==> config.mk <==
export PLATFORM = sky130hd
export DESIGN_NAME = pcAddrTop
export DESIGN_NICKNAME = d
export VERILOG_FILES = /design/src/rtl/pcAddrPkg.sv /design/src/rtl/pcAddrCtrl.sv /design/src/rtl/pcAddrDatapath.sv /design/src/rtl/pcAddrTop.sv
export SDC_FILE = /design/constraint.sdc
export NUM_CORES = 1
export LEC_CHECK = 0
export BUFFER_PORTS_ARGS = -buffer_cell sky130_fd_sc_hd__buf_2
export CORE_MARGIN = 3
export CORE_UTILIZATION = 46
export CTS_BUF_LIST = sky130_fd_sc_hd__clkbuf_4
export CTS_CLUSTER_SIZE = 16
export DETAILED_ROUTE_END_ITERATION = 12
export PLACE_DENSITY = 0.8
export RECOVER_POWER = 100
export SLEW_MARGIN = 20
export SYNTH_ARGS = -nofsm -noshare
export SYNTH_HDL_FRONTEND = slang
export SYNTH_SLANG_ARGS = --single-unit
==> constraint.sdc <==
create_clock -name clk -period 2.3 [get_ports clk]
set_clock_uncertainty 0.1 [all_clocks]
set_input_delay 0.23 -clock clk [delete_from_list [all_inputs] [get_ports clk]]
set_output_delay 0.23 -clock clk [all_outputs]
set_load 0.05 [all_outputs]
==> src/rtl/pcAddrPkg.sv <==
package pcAddrPkg;

  // next-count source codes
  localparam logic [1:0] NEXT_JUMP = 2'b00;
  localparam logic [1:0] NEXT_INC  = 2'b01;

  // strobes from control to datapath
  typedef struct packed {
    logic loadJump;   // load count from instruction address field
    logic loadInc;    // load count plus one
    logic driveIr;    // instruction field owns the address bus
    logic drivePc;    // counter owns the address bus
    logic busFault;   // both sources requested
  } pcStrobes_t;

endpackage

==> src/rtl/pcAddrCtrl.sv <==
module pcAddrCtrl
  import pcAddrPkg::*;
(
  input  logic [1:0] nextSel,
  input  logic       pcEn,
  input  logic [1:0] addrSel,
  output pcStrobes_t strobes
);

  logic wantIr;
  logic wantPc;

  assign wantIr = addrSel[0];
  assign wantPc = addrSel[1];

  always_comb begin
    strobes          = '0;
    strobes.loadJump = pcEn && (nextSel == NEXT_JUMP);
    strobes.loadInc  = pcEn && (nextSel == NEXT_INC);
    // a clash blocks both drivers instead of letting them fight
    strobes.busFault = wantIr && wantPc;
    strobes.driveIr  = wantIr && !wantPc;
    strobes.drivePc  = wantPc && !wantIr;
  end

  // at most one load path active
  always_comb begin
    p_single_load_r4: assert ($onehot0({strobes.loadJump, strobes.loadInc}));
  end

  // bus ownership states are mutually exclusive
  always_comb begin
    p_single_owner_r10: assert ($onehot0({strobes.driveIr, strobes.drivePc, strobes.busFault}));
  end

endmodule

==> src/rtl/pcAddrDatapath.sv <==
module pcAddrDatapath
  import pcAddrPkg::*;
#(
  parameter int ADDR_W = 8
) (
  input  logic              clk,
  input  logic              rst,
  input  logic [ADDR_W-1:0] irAddr,
  input  pcStrobes_t        strobes,
  output logic [ADDR_W-1:0] pcValue,
  output logic [ADDR_W-1:0] memAddr,
  output logic              addrValid,
  output logic              addrConflict
);

  localparam int CARRY_W = ADDR_W + 1;

  logic [ADDR_W-1:0]  pcQ;
  logic [ADDR_W-1:0]  pcPlusOne;
  logic [CARRY_W-1:0] rippleCarry;
  logic [ADDR_W-1:0]  nextVal;
  logic               loadAny;

  // half-adder chain: constant 1 enters as the first carry
  assign rippleCarry[0] = 1'b1;
  generate
    for (genvar i = 0; i < ADDR_W; i++) begin : g_incCell
      assign pcPlusOne[i]     = pcQ[i] ^ rippleCarry[i];
      assign rippleCarry[i+1] = pcQ[i] & rippleCarry[i];
    end
  endgenerate

  assign loadAny = strobes.loadJump | strobes.loadInc;

  always_comb begin
    nextVal = pcQ;
    if (strobes.loadJump) nextVal = irAddr;
    else if (strobes.loadInc) nextVal = pcPlusOne;
  end

  always_ff @(posedge clk) begin
    if (rst) pcQ <= '0;
    else if (loadAny) pcQ <= nextVal;
  end

  // bus as a wired-OR of gated drivers
  assign memAddr      = ({ADDR_W{strobes.driveIr}} & irAddr)
                      | ({ADDR_W{strobes.drivePc}} & pcQ);
  assign addrValid    = strobes.driveIr | strobes.drivePc;
  assign addrConflict = strobes.busFault;
  assign pcValue      = pcQ;

  // jump loads the target
  p_jump_load_r2: assert property (@(posedge clk) disable iff (rst)
    strobes.loadJump |=> pcQ == $past(irAddr));

  // increment steps by one with wrap
  p_inc_step_r3: assert property (@(posedge clk) disable iff (rst)
    strobes.loadInc |=> pcQ == ADDR_W'($past(pcQ) + 1'b1));

  // no load strobe, no change
  p_no_load_hold_r5: assert property (@(posedge clk) disable iff (rst)
    !(strobes.loadJump || strobes.loadInc) |=> $stable(pcQ));

endmodule

==> src/rtl/pcAddrTop.sv <==
module pcAddrTop
  import pcAddrPkg::*;
(
  input  logic       clk,
  input  logic       rst,
  input  logic [7:0] irAddr,
  input  logic [1:0] nextSel,
  input  logic       pcEn,
  input  logic [1:0] addrSel,
  output logic [7:0] pcValue,
  output logic [7:0] memAddr,
  output logic       addrValid,
  output logic       addrConflict
);

  localparam int ADDR_W = 8;

  pcStrobes_t strobes;

  pcAddrCtrl ctrl_i (
    .nextSel (nextSel),
    .pcEn    (pcEn),
    .addrSel (addrSel),
    .strobes (strobes)
  );

  pcAddrDatapath #(.ADDR_W(ADDR_W)) dp_i (
    .clk          (clk),
    .rst          (rst),
    .irAddr       (irAddr),
    .strobes      (strobes),
    .pcValue      (pcValue),
    .memAddr      (memAddr),
    .addrValid    (addrValid),
    .addrConflict (addrConflict)
  );

  p_reset_clear_r1: assert property (@(posedge clk)
    rst |=> pcValue == '0);

  p_dead_codes_hold_r4: assert property (@(posedge clk) disable iff (rst)
    (pcEn && nextSel[1]) |=> $stable(pcValue));

  p_idle_hold_r5: assert property (@(posedge clk) disable iff (rst)
    !pcEn |=> $stable(pcValue));

  p_ir_on_bus_r6: assert property (@(posedge clk) disable iff (rst)
    (addrSel == 2'b01) |-> (addrValid && memAddr == irAddr));

  p_pc_on_bus_r7: assert property (@(posedge clk) disable iff (rst)
    (addrSel == 2'b10) |-> (addrValid && memAddr == pcValue));

  p_bus_idle_r8: assert property (@(posedge clk) disable iff (rst)
    (addrSel == 2'b00) |-> (!addrValid && memAddr == '0));

  p_bus_clash_r9: assert property (@(posedge clk) disable iff (rst)
    (addrSel == 2'b11) |-> (addrConflict && !addrValid && memAddr == '0));

  p_no_false_clash_r10: assert property (@(posedge clk) disable iff (rst)
    (addrSel != 2'b11) |-> !addrConflict);

endmodule

==> Word level (Yosys, flattened, before mapping) <==
Index checks and enable logic that the tools add are counted.
{ "word_totals": {"word_cells": 33, "register_bits": 8, "output_inout_bits": 18} }
{ "op_classes": {"n_reduce_logical": 10, "muxes": 2, "n_bitwise": 19, "eq_ne": 1} }
{ "ops": {"columns": ["op", "n"], "rows": [
  ["AND 8 bit", 2],
  ["2-to-1 mux 8 bit", 2],
  ["OR 8 bit", 1],
  ["XOR 1 bit", 7],
  ["AND 1 bit", 6],
  ["logical AND 1 bit", 5],
  ["equality test 2 x 1 -> 1 bit (second input constant)", 1],
  ["logical NOT 1 bit", 2],
  ["logical NOT 2 bit", 1],
  ["OR 1 bit", 2],
  ["AND reduction 2 bit", 1],
  ["nonzero test 2 bit", 1],
  ["inverter 1 bit", 1]
]} }

==> Depth between registers and ports, before layout <==
Gate-level depths: netlist (run 1).
{ "depth": {"ltp_word": 9, "ltp_mapped": 9, "depth_no_buf": 9} }

==> Hierarchy <==
A second synthesis (run 1) with hierarchy kept.
{ "unflattened": {"hier_cells": 60, "area_unflattened_um2": 595.6} }
{ "modules_own_cells": {"columns": ["mod", "area_each_um2", "n_inst", "cells_per_inst", "seq_area_each_um2"], "rows": [
  ["pcAddrDatapath", 556.8, 1, 55, 160.2],
  ["pcAddrCtrl", 38.8, 1, 5, 0.0]
]} }

==> Worst setup path before layout (run 1) <==
Ideal clock, no wire load.
{ "synth_timing": {"kind": "flip-flop to flip-flop", "start": "register dp_i.pcQ[0] (netlist: dp_i.pcValue[0])", "end": "register dp_i.pcQ[7] (netlist: dp_i.pcValue[7])", "slack_ps": 48, "t_arrival_ps": 2079, "setup_ps": 72, "required_ps": 2128, "synth_period_minus_slack_ps": 2252, "stages_incl_launch_ff": 10, "cell_sequence": "dfxtp_1 > ha_1 > ha_1 > ha_1 > ha_1 > ha_1 > ha_1 > nand2b_1 > a21bo_2 > a21oi_1"} }
{ "synth_via": {"elab_chain_cells": 9} }
{ "synth_lines": {"columns": ["element", "line_no", "rtl"], "rows": [
  ["start: declaration", "pcAddrDatapath.sv:18", "logic [ADDR_W-1:0] pcQ;"],
  ["start signal: assignment", "pcAddrDatapath.sv:43", "else if (loadAny) pcQ <= nextVal;"],
  ["AND 1 bit (6 in a row)", "pcAddrDatapath.sv:29", "assign rippleCarry[i+1] = pcQ[i] & rippleCarry[i];"],
  ["XOR 1 bit", "pcAddrDatapath.sv:28", "assign pcPlusOne[i] = pcQ[i] ^ rippleCarry[i];"],
  ["2-to-1 mux 8 bit", "pcAddrDatapath.sv:38", "else if (strobes.loadInc) nextVal = pcPlusOne;"],
  ["2-to-1 mux 8 bit", "pcAddrDatapath.sv:37", "if (strobes.loadJump) nextVal = irAddr;"]
]} }
Every way passes these cells. The select of a mux whose other input is x is not followed.
A chain may end at the register's enable or synchronous reset.

==> Worst setup path in the final report (run 1) <==
Ends and elaborated chain as after synthesis.

==> metrics.md, run 1 <==
| Metric | Value |
|---|---|
| Area growth syn-to-layout | `16.3%` |
| Max Transition Viols Final | `0` |
| DPL Wire Length | `1060 um` |
| Antenna violations before repair | `0` |
| Pre-antenna DRT Iters | `4` |
| Worst setup path class | `reg -> reg` |
| R2R Setup Slk | `0.20 ns` |
| Unrepaired setup endpoints after global routing | `false` |
| Detailed-route via count | `597` |
| Relative slew slack | `14.5%` |
| Buf/Inv on CP | `0` |
| Mapped cell area | `658 um2` |
| Global Route Usage Sum | `14.7%` |
| Mapped Avg Cell Area | `10.4 um2` |
| Final weighted congestion of routability-driven global placement | `0.726` |
| Synth Register Bits | `8` |
| Clk slew on worst S/H paths | `0.05 ns` |
| Layout cells sized above 1 | `27.2%` |
| Net Count, Synth | `87` |
| Core area | `1320 um2` |
| Fin Setup TNS | `0 ns` |
| Via/cell ratio | `5.58` |
| Final Hold Vio Count | `0` |
| CP Capture Type | `flip-flop` |
| PostCTS Resize Cnt | `0` |
| Register area share after synthesis | `24.3%` |
| Diodes inserted | `0` |
| Fillers | `134` |
| Max incr delay on CP | `0.35 ns` |
| Fin Hold WS | `0.181 ns` |
| Min-Delay Path Class | `in -> reg` |
| Highest-delay cell along the critical path | `dfxtp_1` |
| Commonest cells after routing, fill and taps aside | `18 x clkbuf_1, 14 x buf_2, 9 x ha_1` |
| CP top delay family | `adder cells` |
| Startpoint types | `flip-flop` |
| CTS buffer count | `3` |
| Starting density of the core | `50.0%` |
| Die height | `43.8 um` |
| Vias in the first global route | `499` |
| Setup Viol. Count Final | `0` |
| Number of port buffers | `32` |
| CP Cell Sequence | `ha_1, ha_1, ha_1, ha_1, ha_1, ha_1, nand2b_1, a21bo_2, a21oi_1` |
| Max clock buf depth | `2` |
| Min Tclk post-route | `2.10 ns` |
| Largest net degree at the start of global routing | `17` |
| Period utilization | `91.4%` |
| Max Cap Viol | `0` |
| Most common cell after layout, fill and taps aside | `clkbuf_1` |
| Post-CTS Hold Buffers | `0` |
| Pwr Total | `0.000423 W` |
| Max FO, Critical Path | `5` |
| Setup WS post-layout | `0.197 ns` |
| Cell mode on critical path | `ha_1` |
| Post-DP Area | `783 um2` |
| First-pass GRT wire length | `2080 um` |
| FP Rows | `13` |
| Num ports | `33` |
| Count of cell types in the netlist | `21` |
| Worst-margin pin slew | `1.28 ns` |
| Synth Warn # | `0` |
| Power density over cell area | `552 nW/um2` |
| Status | `finished clean` |
| Root buffer cell | `clkbuf_4` |
| Initial DRC count | `7` |
| Clk_lat worst skew | `0.25 ns` |
| Pre-CTS WS | `0.207 ns` |
| Die ar. | `1920 um2` |
| Number of post-CTS setup repair buffers | `0` |
| Max reg flops | `8` |
| GR Overflow Total | `0` |
| Die X | `43.8 um` |
| Arr. time, crit path | `2.19 ns` |
| Leak | `0.370 nW` |
| Total Wirelength | `1400 um` |
| Syn Inst Count | `63` |
| Clk sinks | `8` |
| Worst vdd ir | `0.282 mV` |
| DRC viols | `0` |
| Worst EP required | `2.39 ns` |
| Routed length per placed instance | `13.1 um` |
| H-tree levels | `1` |
| Post-route cell area | `766 um2` |
| NumNets Final | `118` |
| Fmax | `475 MHz` |
| CTS tree | `yes` |
| Final ANT Viol Nets | `0` |
[stage by stage]
step	util [%]	std cells
after global placement	59.4	104
after global routing	58.1	107
after detailed placement	59.4	104
final	58.1	107
after CTS	61.2	107
after floorplan	-	63
[logic make-up (layout without fill, tap and decap cells)]
logic type / after synthesis / count (layout) / synth area share [%]
AOI/OAI and AO/OA: 19 / 19 / 28.1
and+or+nand+nor: 12 / 12 / 11.4
adders and majority gates: 9 / 9 / 17.1
buffers and inverters: 9 / 38 / 9.89
DFF: 8 / 8 / 24.3
muxes: 6 / 6 / 9.13
[worst reg2reg max path, stage by stage (launching register included)]
cell      delay (ns)
dfxtp_1         0.35
ha_1            0.21
ha_1            0.17
ha_1            0.17
ha_1            0.18
ha_1            0.18
ha_1            0.19
nand2b_1        0.14
a21bo_2         0.21
a21oi_1         0.13
[path summary, 6_finish.rpt]
path | from | endpoint | depth (start not counted)
max | dp_i.pcValue[0] | dp_i.pcValue[7] | 9
min | rst | dp_i.pcValue[1] | 2
max reg2reg | dp_i.pcValue[0] | dp_i.pcValue[7] | 9
min reg2reg | dp_i.pcValue[2] | dp_i.pcValue[2] | 2
[cell type report]
type | count | area (um2) | share of cell area (%)
Timing Repair Buffer | 32 | 138 | 18.0
Multi-Input combinational cell | 46 | 415 | 54.2
Tap cell | 15 | 18.8 | 2.45
Sequential cell | 8 | 160 | 20.9
Inverter | 3 | 11.3 | 1.47
Clock buffer | 3 | 22.5 | 2.94
[where the power goes]
part / internal [W] / switching (W)
registers: 0.000148 / 0.00000958
clock network: 0.0000598 / 0.0000486
logic: 0.0000431 / 0.000114
total: 0.000250 / 0.000172
[metal layers]
metal  routed length, um  global-route usage, %  vias up
met5                   0                      0        -
met4                  31                   9.04        0
met3                 139                   2.49        5
met2                 623                   21.8       32
met1                 604                   19.5      270
li1                    -                      -      290
[Yosys cell counts, drive strengths merged]
cell / n / area share, %
a211oi: 6 / 11
and3b: 1 / 1.3
buf: 5 / 7.6
ha: 9 / 17
a22o: 8 / 11
mux2i: 6 / 9.1
dfxtp: 8 / 24
nor2b: 2 / 3.0
a21oi: 2 / 1.5
nor2: 6 / 4.2
a311oi: 1 / 2.3
or2: 1 / 0.95
o21ai: 1 / 0.76
a21bo: 1 / 1.5
inv: 3 / 1.7
nand2b: 2 / 1.9
clkbuf: 1 / 0.57
(Power assumes the default switching activity.)
==> run 2: changes to the inputs <==
Settings changed: CELL_PAD_IN_SITES_DETAIL_PLACEMENT set to 1, CELL_PAD_IN_SITES_GLOBAL_PLACEMENT set to 2, CORE_ASPECT_RATIO set to 0.6, CORE_UTILIZATION 46 to 26, PLACE_DENSITY 0.8 to unset, PLACE_DENSITY_LB_ADDON set to 0.1.
==> metrics.md, run 2 (synthesis results as in run 1) <==
| Metric | Value |
|---|---|
| Clk sinks | `8 (unchanged)` |
| Cell mode on critical path | `ha_1 (unchanged)` |
| Cell Int Power | `0.000251 W (was 0.000250 W)` |
| DRC viols | `0 (unchanged)` |
| Starting density of the core | `28.9% (was 50.0%)` |
| Final Hold Vio Count | `0 (unchanged)` |
| Worst EP required | `2.38 ns (was 2.39 ns)` |
| Pre-antenna DRT Iters | `4 (unchanged)` |
| Fin Setup TNS | `0 ns (unchanged)` |
| Via/cell ratio | `4.80 (was 5.58)` |
| Total Wirelength | `1810 um (was 1400 um)` |
| Post-route core utilization | `34.5% (was 58.1%)` |
| Power density over cell area | `543 nW/um2 (was 552 nW/um2)` |
| Global Route Usage Sum | `12.0% (was 14.7%)` |
| First-pass GRT wire length | `2900 um (was 2080 um)` |
| GR Overflow Total | `0 (unchanged)` |
| H-tree levels | `1 (unchanged)` |
| P_sw | `0.000175 W (was 0.000172 W)` |
| Layout cells sized above 1 | `28.3% (was 27.2%)` |
| Die ar. | `3190 um2 (was 1920 um2)` |
| Die height | `45.0 um (was 43.8 um)` |
| Die X | `71.0 um (was 43.8 um)` |
| Min-Delay Path Class | `in -> reg (unchanged)` |
| Most common cell after layout, fill and taps aside | `clkbuf_1 (unchanged)` |
| Max Cap Viol | `0 (unchanged)` |
| Relative slew slack | `7.96% (was 14.5%)` |
| CP Cell Sequence | `ha_1, ha_1, ha_1, ha_1, ha_1, ha_1, nand2b_1, a21bo_2, a21oi_1 (unchanged)` |
| Pwr Total | `0.000426 W (was 0.000423 W)` |
| Final non-filler cell total | `122 (was 107)` |
| Number of port buffers | `32 (unchanged)` |
| Worst vdd ir | `0.233 mV (was 0.282 mV)` |
| Num ports | `33 (unchanged)` |
| Dpl cells | `119 (was 104)` |
| Status | `finished clean (unchanged)` |
| Arr. time, crit path | `2.23 ns (was 2.19 ns)` |
| Sw Ratio | `41.1% (was 40.7%)` |
| Core area | `2280 um2 (was 1320 um2)` |
| Max Transition Viols Final | `0 (unchanged)` |
| Clk pwr share | `25.2% (was 25.6%)` |
| Highest-delay cell along the critical path | `dfxtp_2 (was dfxtp_1)` |
| Unrepaired setup endpoints after global routing | `false (unchanged)` |
| Final weighted congestion of routability-driven global placement | `0.681 (was 0.726)` |
| Routed length per placed instance | `14.9 um (was 13.1 um)` |
| Combinational Power Share | `37.7% (was 37.2%)` |
| NumNets Final | `118 (unchanged)` |
| Startpoint types | `flip-flop (unchanged)` |
| Final ANT Viol Nets | `0 (unchanged)` |
| Setup Viol. Count Final | `0 (unchanged)` |
| Fillers | `283 (was 134)` |
| Vias in the first global route | `556 (was 499)` |
| CP Capture Type | `flip-flop (unchanged)` |
| Fmax | `465 MHz (was 475 MHz)` |
| Leak | `0.371 nW (was 0.370 nW)` |
| Multi-input gate area | `415 um2 (unchanged)` |
| Clk slew on worst S/H paths | `0.06 ns (was 0.05 ns)` |
| Max clock buf depth | `2 (unchanged)` |
| Clk_lat worst skew | `0.25 ns (about the same)` |
| Max FO, Critical Path | `5 (unchanged)` |
| Max reg flops | `8 (unchanged)` |
| Diodes inserted | `0 (unchanged)` |
| Sequential Area | `161 um2 (was 160 um2)` |
| Root buffer cell | `clkbuf_4 (unchanged)` |
| Antenna violations before repair | `0 (unchanged)` |
| DPL Wire Length | `1410 um (was 1060 um)` |
| Area growth syn-to-layout | `19.4% (was 16.3%)` |
| FP Rows | `13 (unchanged)` |
| Commonest cells after routing, fill and taps aside | `18 x clkbuf_1, 14 x buf_2, 9 x ha_1 (unchanged)` |
| Fin Hold WS | `0.198 ns (was 0.181 ns)` |
| Initial DRC count | `20 (was 7)` |
| Max incr delay on CP | `0.34 ns (was 0.35 ns)` |
| Worst-margin pin slew | `1.38 ns (was 1.28 ns)` |
| Min Tclk post-route | `2.15 ns (was 2.10 ns)` |
| CTS buffer count | `3 (unchanged)` |
| Largest net degree at the start of global routing | `17 (unchanged)` |
| CTS tree | `yes (unchanged)` |
| Period utilization | `93.6% (was 91.4%)` |
| Detailed-route via count | `586 (was 597)` |
| Reg power frac | `37.1% (was 37.2%)` |
| Worst setup path class | `reg -> reg (unchanged)` |
[run 2: power by group through the flow]
stage | Combinational [W] | Clock [W] | Sequential, W
2_1_floorplan | 0.000103 | 0 | 0.000189
6_report | 0.000161 | 0.000107 | 0.000158
3_5_place_dp | 0.000171 | 0 | 0.000161
3_3_place_gp | 0.000171 | 0 | 0.000161
5_1_grt | 0.000173 | 0.000120 | 0.000160
4_1_cts | 0.000172 | 0.000113 | 0.000158
[run 2: repair_timing]
| action | 4_1_cts | 5_1_grt |
|---|---|---|
| hold buffers | 0 | 0 |
| endpoints found under the setup margin | 0 | 1 |
| gates resized for setup | 0 | 1 |
| buffers inserted | 0 | 0 |
| endpoints found under the hold margin | 0 | 0 |
[run 2: stage by stage]
stage / setup slack [ns] / area (um2)
after floorplan: 0.0483 / 658
after detailed placement: 0.137 / 802
after global routing: 0.0208 / 786
after global placement: 0.250 / 802
after CTS: 0.112 / 825
final: 0.148 / 786
[run 2: worst paths after layout]
check | startpoint | end | slack, ns | depth (start not counted)
min | rst | dp_i.pcValue[5] | 0.20 | 2
max | dp_i.pcValue[0] | dp_i.pcValue[7] | 0.15 | 9
max reg2reg | dp_i.pcValue[0] | dp_i.pcValue[7] | 0.15 | 9
min reg2reg | dp_i.pcValue[0] | dp_i.pcValue[0] | 0.41 | 1
[run 2: per-layer routing]
layer	GRT usage (%)	up-vias	share of wire [%]
li1	-	291	-
met1	17.4	274	53
met3	4.44	0	7.7
met4	2.25	0	0
met5	0	-	0
met2	16.9	21	40
[run 2: cell type report]
type,instances,share of cell area [%]
Sequential cell,8,20.5
Tap cell,30,4.78
Timing Repair Buffer,32,17.5
Clock buffer,3,2.87
Multi-Input combinational cell,46,52.9
Inverter,3,1.43
[run 2: critical path: cells and delay by family (launching register included)]
kind            cells  cell delay, ns
compound gates      2            0.34
simple gates        1            0.14
fa+ha+maj           6            1.16
flops               1            0.34
==> run 3: changes to the inputs <==
Settings changed: CORE_UTILIZATION 26 to 25.
==> metrics.md, run 3 (synthesis results as in run 1) <==
| Metric | Value |
|---|---|
| Area growth syn-to-layout | `20.0% (was 19.4%)` |
| Pre-antenna DRT Iters | `3 (was 4)` |
| CTS buffer count | `3 (unchanged)` |
| Unrepaired setup endpoints after global routing | `false (unchanged)` |
| WHS Path Cells | `2 (unchanged)` |
| Max Transition Viols Final | `0 (unchanged)` |
| Fin Setup TNS | `0 ns (unchanged)` |
| Final weighted congestion of routability-driven global placement | `0.690 (was 0.681)` |
| Leak | `0.371 nW (about the same)` |
| Layout cells sized above 1 | `28.3% (unchanged)` |
| Post-DP Area | `802 um2 (unchanged)` |
| Die ar. | `3300 um2 (was 3190 um2)` |
| Cell mode on critical path | `ha_1 (unchanged)` |
| Setup Viol. Count Final | `0 (unchanged)` |
| Hold Path Sink | `dp_i.pcValue[5] (unchanged)` |
| PostCTS Resize Cnt | `0 (unchanged)` |
| Final ANT Viol Nets | `0 (unchanged)` |
| Arr. time, crit path | `2.23 ns (about the same)` |
| Die X | `72.2 um (was 71.0 um)` |
| CTS tree | `yes (unchanged)` |
| Largest net degree at the start of global routing | `17 (unchanged)` |
| Diodes inserted | `0 (unchanged)` |
| Max Cap Viol | `0 (unchanged)` |
| Fmax | `465 MHz (about the same)` |
| Global Route Usage Sum | `11.7% (was 12.0%)` |
| Num ports | `33 (unchanged)` |
| Number of port buffers | `32 (unchanged)` |
| DPL Wire Length | `1470 um (was 1410 um)` |
| Startpoint types | `flip-flop (unchanged)` |
| Period utilization | `93.6% (about the same)` |
| Post-route core utilization | `33.9% (was 34.5%)` |
| Clk_lat worst skew | `0.25 ns (about the same)` |
| CP top delay family | `adder cells (unchanged)` |
| Total Wirelength | `1840 um (was 1810 um)` |
| Clk slew on worst S/H paths | `0.05 ns (was 0.06 ns)` |
| Status | `finished clean (unchanged)` |
| Worst EP required | `2.38 ns (about the same)` |
| GR Overflow Total | `0 (unchanged)` |
| FP Rows | `13 (unchanged)` |
| Worst-margin pin slew | `1.34 ns (was 1.38 ns)` |
| Initial DRC count | `12 (was 20)` |
| Worst setup path class | `reg -> reg (unchanged)` |
| Post-CTS Hold Buffers | `0 (unchanged)` |
| Worst vdd ir | `0.272 mV (was 0.233 mV)` |
| Max clock buf depth | `2 (unchanged)` |
| Via/cell ratio | `4.75 (was 4.80)` |
| Power density over cell area | `542 nW/um2 (was 543 nW/um2)` |
| Most common cell after layout, fill and taps aside | `clkbuf_1 (unchanged)` |
| Max reg flops | `8 (unchanged)` |
| Antenna violations before repair | `0 (unchanged)` |
| Highest-delay cell along the critical path | `dfxtp_1 (was dfxtp_2)` |
| NumNets Final | `118 (unchanged)` |
| Detailed-route via count | `579 (was 586)` |
| First-pass GRT wire length | `2850 um (was 2900 um)` |
| Commonest cells after routing, fill and taps aside | `18 x clkbuf_1, 14 x buf_2, 9 x ha_1 (unchanged)` |
| Number of post-CTS setup repair buffers | `0 (unchanged)` |
| Reg2reg end | `dp_i.pcValue[7] (unchanged)` |
| Core area | `2330 um2 (was 2280 um2)` |
| Fillers | `301 (was 283)` |
| Min Tclk post-route | `2.15 ns (about the same)` |
| Max incr delay on CP | `0.35 ns (was 0.34 ns)` |
| Relative slew slack | `10.6% (was 7.96%)` |
| H-tree levels | `1 (unchanged)` |
| Hold_sp | `rst (unchanged)` |
| Reg2Reg Depth | `9 (unchanged)` |
| Worst R2R Start | `dp_i.pcValue[0] (unchanged)` |
| CP Cell Sequence | `ha_1, ha_1, ha_1, ha_1, ha_1, ha_1, nand2b_1, a21bo_2, a21oi_1 (unchanged)` |
| Root buffer cell | `clkbuf_4 (unchanged)` |
| Post-route cell area | `790 um2 (was 786 um2)` |
| Min-Delay Path Class | `in -> reg (unchanged)` |
| Starting density of the core | `28.3% (was 28.9%)` |
| Clk sinks | `8 (unchanged)` |
| R2R Setup Slk | `0.15 ns (about the same)` |
| DRC viols | `0 (unchanged)` |
| Die height | `45.7 um (was 45.0 um)` |
| Routed length per placed instance | `15.1 um (was 14.9 um)` |
| Max FO, Critical Path | `5 (unchanged)` |
| Final Hold Vio Count | `0 (unchanged)` |
| Vias in the first global route | `578 (was 556)` |
| Buf/Inv on CP | `0 (unchanged)` |
| CP Capture Type | `flip-flop (unchanged)` |
run 3: cell counts in the layout (fill, tap and decap cells not counted):
No cell type changed its count.
run 3: layer usage:
metal	global-route usage, %	share of wire [%]	vias to the layer above
met3	4.63	7.3	0
li1	-	-	291
met1	14.7	48	269
met5	0	0	-
met4	2.25	0	0
met2	19.2	45	19
run 3: how the worst max path moves through the flow:
stage / start / endpoint / cells after the start
6_report: dp_i.pcValue[0] / dp_i.pcValue[7] / 9
5_1_grt: dp_i.pcValue[0] / dp_i.pcValue[7] / 9
4_1_cts: dp_i.pcValue[0] / dp_i.pcValue[7] / 9
3_5_place_dp: dp_i.pcValue[0] / dp_i.pcValue[7] / 9
3_3_place_gp: dp_i.pcValue[0] / dp_i.pcValue[7] / 9
2_1_floorplan: dp_i.pcValue[0] / dp_i.pcValue[7] / 9
run 3: cell type report:
type | instances | area, um2 | area share (%)
clock buffers | 3 | 22.5 | 2.85
repair buffers | 32 | 138 | 17.4
inverters | 3 | 11.3 | 1.43
multi-input cells | 46 | 420 | 53.2
well taps | 30 | 37.5 | 4.75
flip-flops and latches | 8 | 160 | 20.3
run 3: report_power, final:
part           internal, W  total (W)  leakage [nW]  switching, W
logic            0.0000441   0.000162         0.291      0.000118
registers         0.000148   0.000159        0.0658     0.0000111
clock network    0.0000597   0.000107        0.0138     0.0000475
run 3: through the flow:
stage / power (W) / instances / worst slack [ns] / hold slack, ns
2_1_floorplan: 0.000292 / 63 / 0.0483 / 0.335
3_3_place_gp: 0.000331 / 119 / 0.249 / 0.448
3_5_place_dp: 0.000333 / 119 / 0.145 / 0.454
4_1_cts: 0.000440 / 122 / 0.133 / 0.208
5_1_grt: 0.000453 / 122 / 0.0386 / 0.191
6_report: 0.000428 / 122 / 0.147 / 0.200
